**src/rtl/vcw_pkg.sv**
```systemverilog
`timescale 1ns/1ps
package vcw_pkg;
    typedef struct packed {
        logic uv;
        logic ov;
        logic clamp;
        logic pgood;
    } vcw_state_t;

    localparam int NUM_THR = 4;
    localparam int THR_UV_SET = 0;
    localparam int THR_UV_CLR = 1;
    localparam int THR_OV_SET = 2;
    localparam int THR_OV_REL = 3;
endpackage

```
**src/rtl/vcw_vid_decode.sv**
```systemverilog
`timescale 1ns/1ps
module vcw_vid_decode #(
    parameter int VID_W   = 5,
    parameter int TGT_W   = 11,
    parameter int BASE_MV = 950,
    parameter int STEP_MV = 25
) (
    input  logic [VID_W-1:0] vid,
    output logic [TGT_W-1:0] target,
    output logic             off
);
    localparam int TOP_CODE = (1 << VID_W) - 2;

    always_comb begin
        int span;
        off    = (vid == {VID_W{1'b1}});
        span   = off ? 0 : (TOP_CODE - int'(vid));
        target = TGT_W'(BASE_MV + STEP_MV * span);
    end
endmodule

```
**src/rtl/vcw_thresholds.sv**
```systemverilog
`timescale 1ns/1ps
module vcw_thresholds
    import vcw_pkg::*;
#(
    parameter int TGT_W  = 11,
    parameter int OUT_W  = 11,
    parameter int FRAC_W = 8,
    parameter int K_UV_SET = 233,
    parameter int K_UV_CLR = 248,
    parameter int K_OV_SET = 294,
    parameter int K_OV_REL = 289
) (
    input  logic [TGT_W-1:0]              target,
    output logic [NUM_THR-1:0][OUT_W-1:0] thr
);
    localparam int PROD_W = TGT_W + FRAC_W + 2;
    localparam int KS [NUM_THR] = '{K_UV_SET, K_UV_CLR, K_OV_SET, K_OV_REL};
    localparam logic [PROD_W-1:0] OUT_MAX = PROD_W'((1 << OUT_W) - 1);

    for (genvar g = 0; g < NUM_THR; g++) begin : g_thr
        logic [PROD_W-1:0] prod;
        logic [PROD_W-1:0] scaled;
        always_comb begin
            prod   = PROD_W'(target) * PROD_W'(KS[g]);
            scaled = prod >> FRAC_W;
            thr[g] = (scaled > OUT_MAX) ? OUT_W'(OUT_MAX) : OUT_W'(scaled);
        end
    end
endmodule

```
**src/rtl/vcw_monitor.sv**
```systemverilog
`timescale 1ns/1ps
module vcw_monitor
    import vcw_pkg::*;
#(
    parameter int VID_W   = 5,
    parameter int SENSE_W = 11
) (
    input  logic               clk,
    input  logic               rst_n,
    input  logic               sample_valid,
    input  logic [SENSE_W-1:0] sample,
    input  logic [VID_W-1:0]   vid,
    input  logic               ss_done,
    output logic               pgood,
    output logic               uv_flag,
    output logic               ov_fault,
    output logic               pwm_clamp_low,
    output logic               pwm_tristate
);
    logic [SENSE_W-1:0]              target;
    logic                            off;
    logic [NUM_THR-1:0][SENSE_W-1:0] thr;
    vcw_state_t                      state_d, state_q;

    vcw_vid_decode #(.VID_W(VID_W), .TGT_W(SENSE_W)) u_dec (
        .vid(vid), .target(target), .off(off)
    );

    vcw_thresholds #(.TGT_W(SENSE_W), .OUT_W(SENSE_W)) u_thr (
        .target(target), .thr(thr)
    );

    always_comb begin
        state_d = state_q;
        if (sample_valid && !off) begin
            if (sample < thr[THR_UV_SET])
                state_d.uv = 1'b1;
            else if (sample > thr[THR_UV_CLR])
                state_d.uv = 1'b0;
            if (sample > thr[THR_OV_SET]) begin
                state_d.ov    = 1'b1;
                state_d.clamp = 1'b1;
            end else if (state_q.ov && sample < thr[THR_OV_REL]) begin
                state_d.clamp = 1'b0;
            end
        end
        state_d.pgood = ss_done && !state_d.uv && !state_d.ov && !off;
    end

    always_ff @(posedge clk or negedge rst_n) begin
        if (!rst_n) begin
            state_q <= '{uv: 1'b1, ov: 1'b0, clamp: 1'b0, pgood: 1'b0};
        end else begin
            state_q <= state_d;
        end
    end

    assign pgood         = state_q.pgood;
    assign uv_flag       = state_q.uv;
    assign ov_fault      = state_q.ov;
    assign pwm_clamp_low = state_q.ov & state_q.clamp;
    assign pwm_tristate  = state_q.ov & ~state_q.clamp;

    AST_OV_STICKY: assert property (@(posedge clk) disable iff (!rst_n)
        ov_fault |=> ov_fault);
    AST_PG_NEEDS_SS: assert property (@(posedge clk) disable iff (!rst_n)
        !ss_done |=> !pgood);
    AST_PG_LOW_IN_FAULT: assert property (@(posedge clk) disable iff (!rst_n)
        ov_fault |-> !pgood);
    AST_TRIP_CLAMPS: assert property (@(posedge clk) disable iff (!rst_n)
        $rose(ov_fault) |-> pwm_clamp_low);
    AST_UV_SET: assert property (@(posedge clk) disable iff (!rst_n)
        (sample_valid && !off && sample < thr[THR_UV_SET]) |=> uv_flag);
    AST_SHUNT_RELEASE: assert property (@(posedge clk) disable iff (!rst_n)
        (ov_fault && sample_valid && !off && sample < thr[THR_OV_REL]) |=> pwm_tristate);
    AST_NO_CMD_WITHOUT_FAULT: assert property (@(posedge clk) disable iff (!rst_n)
        (!ov_fault && !(sample_valid && !off && sample > thr[THR_OV_SET]))
            |=> (!pwm_clamp_low && !pwm_tristate));
endmodule

```
**config.mk**
```make
export PLATFORM = sky130hd
export DESIGN_NAME = vcw_monitor
export DESIGN_NICKNAME = d
export VERILOG_FILES = /design/src/rtl/vcw_pkg.sv /design/src/rtl/vcw_vid_decode.sv /design/src/rtl/vcw_thresholds.sv /design/src/rtl/vcw_monitor.sv
export SDC_FILE = /design/constraint.sdc
export NUM_CORES = 1
export LEC_CHECK = 0
export CAP_MARGIN = 10
export CORE_ASPECT_RATIO = 0.8
export CORE_MARGIN = 3
export CORE_UTILIZATION = 30
export DETAILED_ROUTE_END_ITERATION = 8
export DONT_BUFFER_PORTS = 1
export PLACE_DENSITY = 0.49
export SETUP_SLACK_MARGIN = 0.1
export SKIP_CTS_REPAIR_TIMING = 1
export SYNTH_ARGS = -nofsm -noshare
export SYNTH_HDL_FRONTEND = slang
export SYNTH_SLANG_ARGS = --single-unit
```
**constraint.sdc**
```tcl
create_clock -name clk -period 2.6 [get_ports clk]
set_clock_uncertainty 0.1 [all_clocks]
set_input_delay 0.39 -clock clk [delete_from_list [all_inputs] [get_ports clk]]
set_output_delay 0.39 -clock clk [all_outputs]
set_load 0.05 [all_outputs]
```
=== After elaboration in Yosys (flattened, before gate mapping) ===
Cells that the tools add are included.

* Output and inout bits: 5
* Register bits: 4
* Input bits: 20
* Word-level logic and storage cells: 44

* Multiplexer cells: 11
* Equal/unequal tests: 1
* $lt $le $gt $ge: 8
* Add/sub/neg operators: 2
* Reductions and logical operators: 10
* Bitwise operators: 3
* Multiply operators: 5

{| class="wikitable"
|+ Operator list
! kind !! count
|-
| 2-to-1 mux 11 bit || 4
|-
| multiplier 11 x 8 -> 19 bit, second input constant || 2
|-
| multiplier 6 x 32 -> 11 bit, first input constant || 1
|-
| 2-to-1 mux 32 bit || 1
|-
| > comparator 12 x 11 -> 1 bit, second input constant || 2
|-
| > comparator 11 bit || 2
|-
| > comparator 11 bit, second input constant || 2
|-
| less-than comparator 11 bit || 2
|-
| multiplier 11 x 9 -> 20 bit, second input constant || 1
|-
| multiplier 11 x 5 -> 16 bit, second input constant || 1
|-
| adder 11 bit, first input constant || 1
|-
| subtractor 5 x 5 -> 6 bit, first input constant || 1
|-
| equality test 5 bit, second input constant || 1
|-
| logical AND 1 bit || 5
|-
| 2-to-1 mux 1 bit || 5
|-
| zero test 1 bit || 3
|-
| 2-to-1 mux 3 bit || 1
|-
| bitwise AND 1 bit || 2
|-
| AND reduction 2 bit || 1
|-
| nonzero test 2 bit || 1
|-
| inverter 1 bit || 1
|}

=== Longest topological paths before layout ===
Gate-level depths: netlist of the first run.

* Word-level depth: 16
* Gate-level depth with buffers: 39

=== Hierarchy ===
Synthesis of the first run repeated with hierarchy kept, for this count alone.

* Cell total of the unflattened synthesis: 755
* Area, all modules: 6391.1 µm²

{| class="wikitable"
|+ Modules (own cells, without submodules)
! module !! area each (µm²) !! sequential area each (µm²) !! instances !! cells each
|-
| vcw_thresholds || 4221.5 || 0.0 || 1 || 478
|-
| vcw_monitor || 1232.4 || 101.3 || 1 || 159
|-
| vcw_vid_decode || 937.1 || 0.0 || 1 || 118
|}

=== Worst setup path before layout of the first run ===
Ideal clock, no wire load.

* Path type: in2reg
* Start: input port vid[0]
* End: register state_q (netlist bit pgood)
* Stages on the path: 33
* Setup slack: -5.909 ns
* Required time: 2.395 ns
* Setup time: 0.105 ns
* Arrival time: 8.304 ns
* Buffers on the path: 0
* Path through: ha_1 nor3_1 fa_1 ha_1 inv_1 fa_1 inv_1 ha_1 a21oi_1 nor2_1 a21oi_1 nand3b_1 ha_1 inv_1 fa_1 fa_1 inv_1 ha_1 a21o_1 a21o_1 a41o_1 a221o_1 a41oi_2 a21oi_2 nor2_1 ha_1 nor2b_1 o21a_1 o21a_1 o211ai_1 a21oi_1 o21ai_0 nor4b_1

{| class="wikitable"
|+ RTL lines
! what !! line !! RTL
|-
| start, declared || vcw_monitor.sv:12 || <nowiki>input logic [VID_W-1:0] vid,</nowiki>
|-
| end signal, assigned || vcw_monitor.sv:52 || <nowiki>state_q <= '{uv: 1'b1, ov: 1'b0, clamp: 1'b0, pgood: 1'b0};</nowiki>
|-
| end signal, assigned || vcw_monitor.sv:54 || <nowiki>state_q <= state_d;</nowiki>
|-
| end, declared || vcw_monitor.sv:23 || <nowiki>vcw_state_t state_d, state_q;</nowiki>
|}

==> results of run 1 <==
## critical path, delay by kind of cell
| kind | cells | cell delay, ps |
|---|---|---|
| xor+xnor | 2 | 320 |
| compound gates | 7 | 1680 |
| fa+ha+maj | 11 | 3500 |
| buf+inv | 6 | 510 |
| simple gates | 8 | 1280 |
## cell type report
| class | count | area [um2] | area share [%] |
|---|---|---|---|
| Clock buffer | 4 | 78.83 | 0.8631 |
| Inverter | 121 | 459.2 | 5.028 |
| Multi-Input combinational cell | 596 | 6414 | 70.23 |
| Sequential cell | 4 | 101.3 | 1.110 |
| Tap cell | 264 | 330.3 | 3.617 |
| Timing Repair Buffer | 226 | 1749 | 19.15 |
## worst paths after layout
kind	from	endpoint	slack [ps]	cells past startpoint
min reg2reg	state_q[1]	state_q[1]	520	2
max	vid[1]	pgood	-5130	34
min	ss_done	pgood	270	2
max in group asynchronous	rst_n	uv_flag	1820	1
max reg2reg	ov_fault	state_q[1]	820	4
min in group asynchronous	rst_n	ov_fault	340	1
## registers in the layout, indices dropped and copies added, names as in the netlist
name      count
uv_flag       1
ov_fault      1
state_q       1
pgood         1
## cells in the mapped netlist (12+ instances only)
master	count	area share (%)
a21o_1	29	3.5
a21oi_1	35	2.8
fa_1	47	15
ha_1	188	38
inv_1	119	7.2
nand2_1	37	2.2
nor2_1	41	2.5
nor3_1	12	0.97
o21a_1	18	2.2
o21ai_0	19	1.5
xnor2_1	28	4.0
xor2_1	20	2.8
## stage by stage
stage	area [um2]	hold WS, ps	TNS [ps]
floorplan	6529	-5.591	-20710
global placement	8378	-5.510	-21450
detailed placement	8378	-5.506	-21440
CTS	8457	-240.3	-20820
global route	9133	267.8	-21180
finish	9133	268.0	-19980
## logic make-up after synthesis
group / count (synthesis) / share of synthesized area [%]
fa+ha+maj: 235 / 53.20
simple gates: 156 / 12.53
compound gates: 153 / 17.32
buf+inv: 123 / 7.459
xor+xnor: 51 / 7.681
flops: 4 / 1.637
mux: 1 / 0.1617
## per-layer routing
| metal | vias up | global-route usage (%) | wire (um) |
|---|---|---|---|
| met1 | 2690 | 24.34 | 9537 |
| met5 | - | 0 | 0 |
| met3 | 2 | 0.3805 | 533 |
| met4 | 0 | 1.008 | 63 |
| li1 | 2988 | - | - |
| met2 | 52 | 23.16 | 7665 |
==> results.yml, run 1 <==
outcome:
  status: "finished with violations"
  violations: "negative setup slack"
sta:
  worst_pin_slew_ps: 620.6
  finalHoldViolations: 0
  slew_violations: 0
  relSlewSlack_pct: 58.62
  setup_viol: 4
  rsz0062_at_grt: "true"
  fmax_mhz: 129.4
  timing.final.crit_share_pct: 297.2
  min_period_ps: 7728
  worst_slack_ps: -5128
setup_path:
  worst-setup-path-type: "in -> reg"
  cp.required_ps: 2580
  critPathMostFrequentCell: "ha_4"
  worstSetupEndpointType: "flop"
  slowest_stage: "fa_1"
  cp_max_fo: 4
  start_kind: "primary input"
  crit_arrival_ps: 7700
  slowest_delay_ps: 590
global_routing:
  grt_pass1_wl_um: 27680
  grt_max_degree: 13
  antenna_found_initial: 0
  grt_pass1_vias: 5317
  grt_use_total_pct: 15.04
  grt-ovfl-total: 0
die:
  dieHeight_um: 134.5
  rows: 46
  io_pins: 25
  die_x_um: 166.6
  start_util_pct: 30.90
  core_area_mm2: 0.02003
  dieArea_mm2: 0.02240
clocking:
  clock_sinks: 4
  cts_made_buffers: 3
  clk_pin_slew_worst_paths_ps: 30
  cts_tree: "yes"
  cts.htree.levels: 1
  clkLatencyLatePin_ps: 220
  cts.path.max_buffers: 2
  root_buffer: "clkbuf_16"
logic_synthesis:
  synth_ff_type: "dfrtp_1"
  synth_cell_types: 61
  ys_ff_latch: 4
  synthCells: 723
  ys_async_sr_fraction_pct: 100.0
  yosys_warnings: 0
  synth-edff-count: 0
  ys_seq_area_share_pct: 1.637
  synth_area_mm2: 0.006190
  syn-mean-instance-area_um2: 8.561
  synth_nets: 978
detailed_routing:
  drt_first_pass_iters: 4
  wl_per_cell_um: 14.65
  ant_nets: 0
  route.detailed.drc: 0
  wl_um: 17800
  routed-via-count: 5732
  drtIter0Drc: 229
  vias_per_cell: 4.718
cells_and_area:
  fin_nets: 1207
  finalNonFillerCells: 1215
  drive_gt1_share_pct: 35.23
  final_common_cell: "buf_4"
  antenna_cells: 0
  final_cell_mix: "214 x buf_4, 153 x ha_1, 105 x inv_1, 44 x fa_1, 38 x nor2_1"
  fill_cells: 1994
  final_core_util_pct: 45.60
  syn2layout_area_growth_pct: 47.54
flow_run:
  cap_viol_max_count: 0
place:
  routabilityCongestion: 0.8165
  dp_hpwl_um: 15660
  portBuffers: 0
  placed_cells_incl_taps: 1188
  preCtsSetupSlack_ps: -5483
worst_hold_path:
  hp-class: "in -> reg"
Power of run 1 is left out: the tool's default activity adds up to more than one toggle a clock period on the data nets, which glitch-free logic cannot reach.
==> inputs of run 2 (changes only) <==
- SYNTH_HIERARCHICAL: unset -> 1
==> run 2 against run 1 <==
  * The flow still finishes with violations (negative setup slack)
  * Cell count fell by 0.82%
  * Non-clock buffer count fell by 44
  * First-iteration DRC count fell by 37%
  * Synthesized area rose by 3.3%
  * Sequential share of layout area rose by 0.090 points
  * Global-route usage fell by 1.0 points
  * Sequential cell count did not move
  * Fmax rose by 4.4%
  * Critical path depth rose by 2
==> results.yml, run 2 <==
outcome:
  status: "finished with violations"
  violations: "negative setup slack"
logic_synthesis:
  synth.area.top_cells: "ha_1 36%, fa_1 18%, inv_1 10%"
  yosysTopAreaCellShare_pct: 36.22
  synth_top_cell_by_area: "ha_1"
  ys_ff_latch: 4
  synth-edff-count: 0
  syn-mean-instance-area_um2: 8.465
  synth_most_common_cell: "ha_1"
  synth_cell_types: 69
  yosys_warnings: 6
  synth_ff_type: "dfrtp_1"
  synth_nets: 1018
  synth_area_mm2: 0.006391
  ys_async_sr_fraction_pct: 100.0
  ys_seq_area_share_pct: 1.586
  synthCells: 755
  synthTopCellsByCount: "185 x ha_1, 174 x inv_1, 58 x fa_1"
place:
  portBuffers: 0
  dp_hpwl_um: 14670
  routabilityCongestion: 0.8047
  placed_cell_area_mm2: 0.008228
global_routing:
  grt_pass1_wl_um: 26680
  grt_max_degree: 16
  grt_use_total_pct: 14.01
  grt-ovfl-total: 0
  grt_pass1_vias: 5530
  antenna_found_initial: 0
cells_and_area:
  fin_nets: 1200
  fin_area_mm2: 0.008449
  drive_gt1_share_pct: 26.71
  final_common_cell: "buf_4"
  syn2layout_area_growth_pct: 32.20
  antenna_cells: 0
  final_cell_mix: "176 x buf_4, 175 x ha_1, 164 x inv_1, 57 x fa_1, 36 x nand2_1"
setup_path:
  start_kind: "primary input"
  cp.required_ps: 2590
  cp_max_fo: 7
  slowest_stage: "fa_2"
  worst-setup-path-type: "in -> reg"
  worstSetupEndpointType: "flop"
  crit_arrival_ps: 7400
  slowest_delay_ps: 520
detailed_routing:
  routed-via-count: 5528
  vias_per_cell: 4.588
  route.detailed.drc: 0
  ant_nets: 0
  wl_per_cell_um: 13.03
  wl_um: 15700
  drt_first_pass_iters: 4
  drtIter0Drc: 145
sta:
  fin_tns_setup_ps: -18980
  finalHoldViolations: 0
  setup_viol: 4
  worst_pin_slew_ps: 565.9
  timing.final.crit_share_pct: 284.8
  min_period_ps: 7405
  rsz0062_at_grt: "true"
  worst_slack_ps: -4805
  relSlewSlack_pct: 62.27
  fmax_mhz: 135.0
  slew_violations: 0
clocking:
  cts_made_buffers: 3
  clock_sinks: 4
  clkLatencyLatePin_ps: 230
  cts_tree: "yes"
  root_buffer: "clkbuf_16"
  cts.path.max_buffers: 2
  cts.htree.levels: 1
  clk_pin_slew_worst_paths_ps: 30
flow_run:
  cap_viol_max_count: 0
die:
  dieArea_mm2: 0.02310
  rows: 47
  io_pins: 25
  die_x_um: 169.2
  dieHeight_um: 136.6
  core_area_mm2: 0.02082
  start_util_pct: 30.70
worst_hold_path:
  hp-class: "in -> reg"
run 2: worst max-delay path, delay by kind of cell:
family          cells  cell delay [ps]
buf+inv             9              610
compound gates      9             2020
simple gates        5              580
xor+xnor            2              310
fa+ha+maj          11             3480
run 2: metal layers:
metal | GRT usage (%) | wire length (um) | up-vias
met5 | 0 | 0 | -
met4 | 0.5904 | 42 | 0
met3 | 1.097 | 414 | 2
met2 | 21.85 | 6653 | 38
met1 | 22.08 | 8589 | 2586
li1 | - | - | 2902
run 2: path summary, 6_finish.rpt:
check,from,end,slack (ps),depth (start not counted)
worst max-delay path,vid[1],pgood,-4800,36
worst min-delay path,ss_done,pgood,220,2
worst max register to register,ov_fault,state_q[1],1040,3
worst min register to register,state_q[1],state_q[1],500,2
max in group asynchronous,rst_n,uv_flag,1810,1
min in group asynchronous,rst_n,state_q[1],340,1
run 2: kinds of logic after synthesis:
logic type | share of synthesized area [%]
adders and majority gates | 54.39
buffers and inverters | 10.87
xor gates and xnor gates | 6.167
and+or+nand+nor | 11.00
AOI/OAI and AO/OA | 15.84
DFF | 1.586
muxes | 0.1566
run 2: stage by stage:
step | hold WS (ps) | worst slack (ps) | utilization, % | instances
final | 224.7 | -4805 | 40.59 | 1205
after global routing | 242.3 | -5208 | 40.59 | 1205
after CTS | -241.0 | -4921 | 39.90 | 1198
after detailed placement | -5.470 | -5149 | 39.52 | 1194
after global placement | -5.469 | -5094 | 39.52 | 1194
after floorplan | -5.591 | -5046 | - | 755
run 2: area by class of cell:
| class | instances | area (um2) |
|---|---|---|
| Sequential cell | 4 | 101.3 |
| Clock buffer | 4 | 78.83 |
| Inverter | 174 | 655.6 |
| Timing Repair Buffer | 182 | 1396 |
| Tap cell | 269 | 336.6 |
| Fill cell | 2180 | 12370 |
| Multi-Input combinational cell | 572 | 5881 |
Power of run 2 is left out for the same reason.
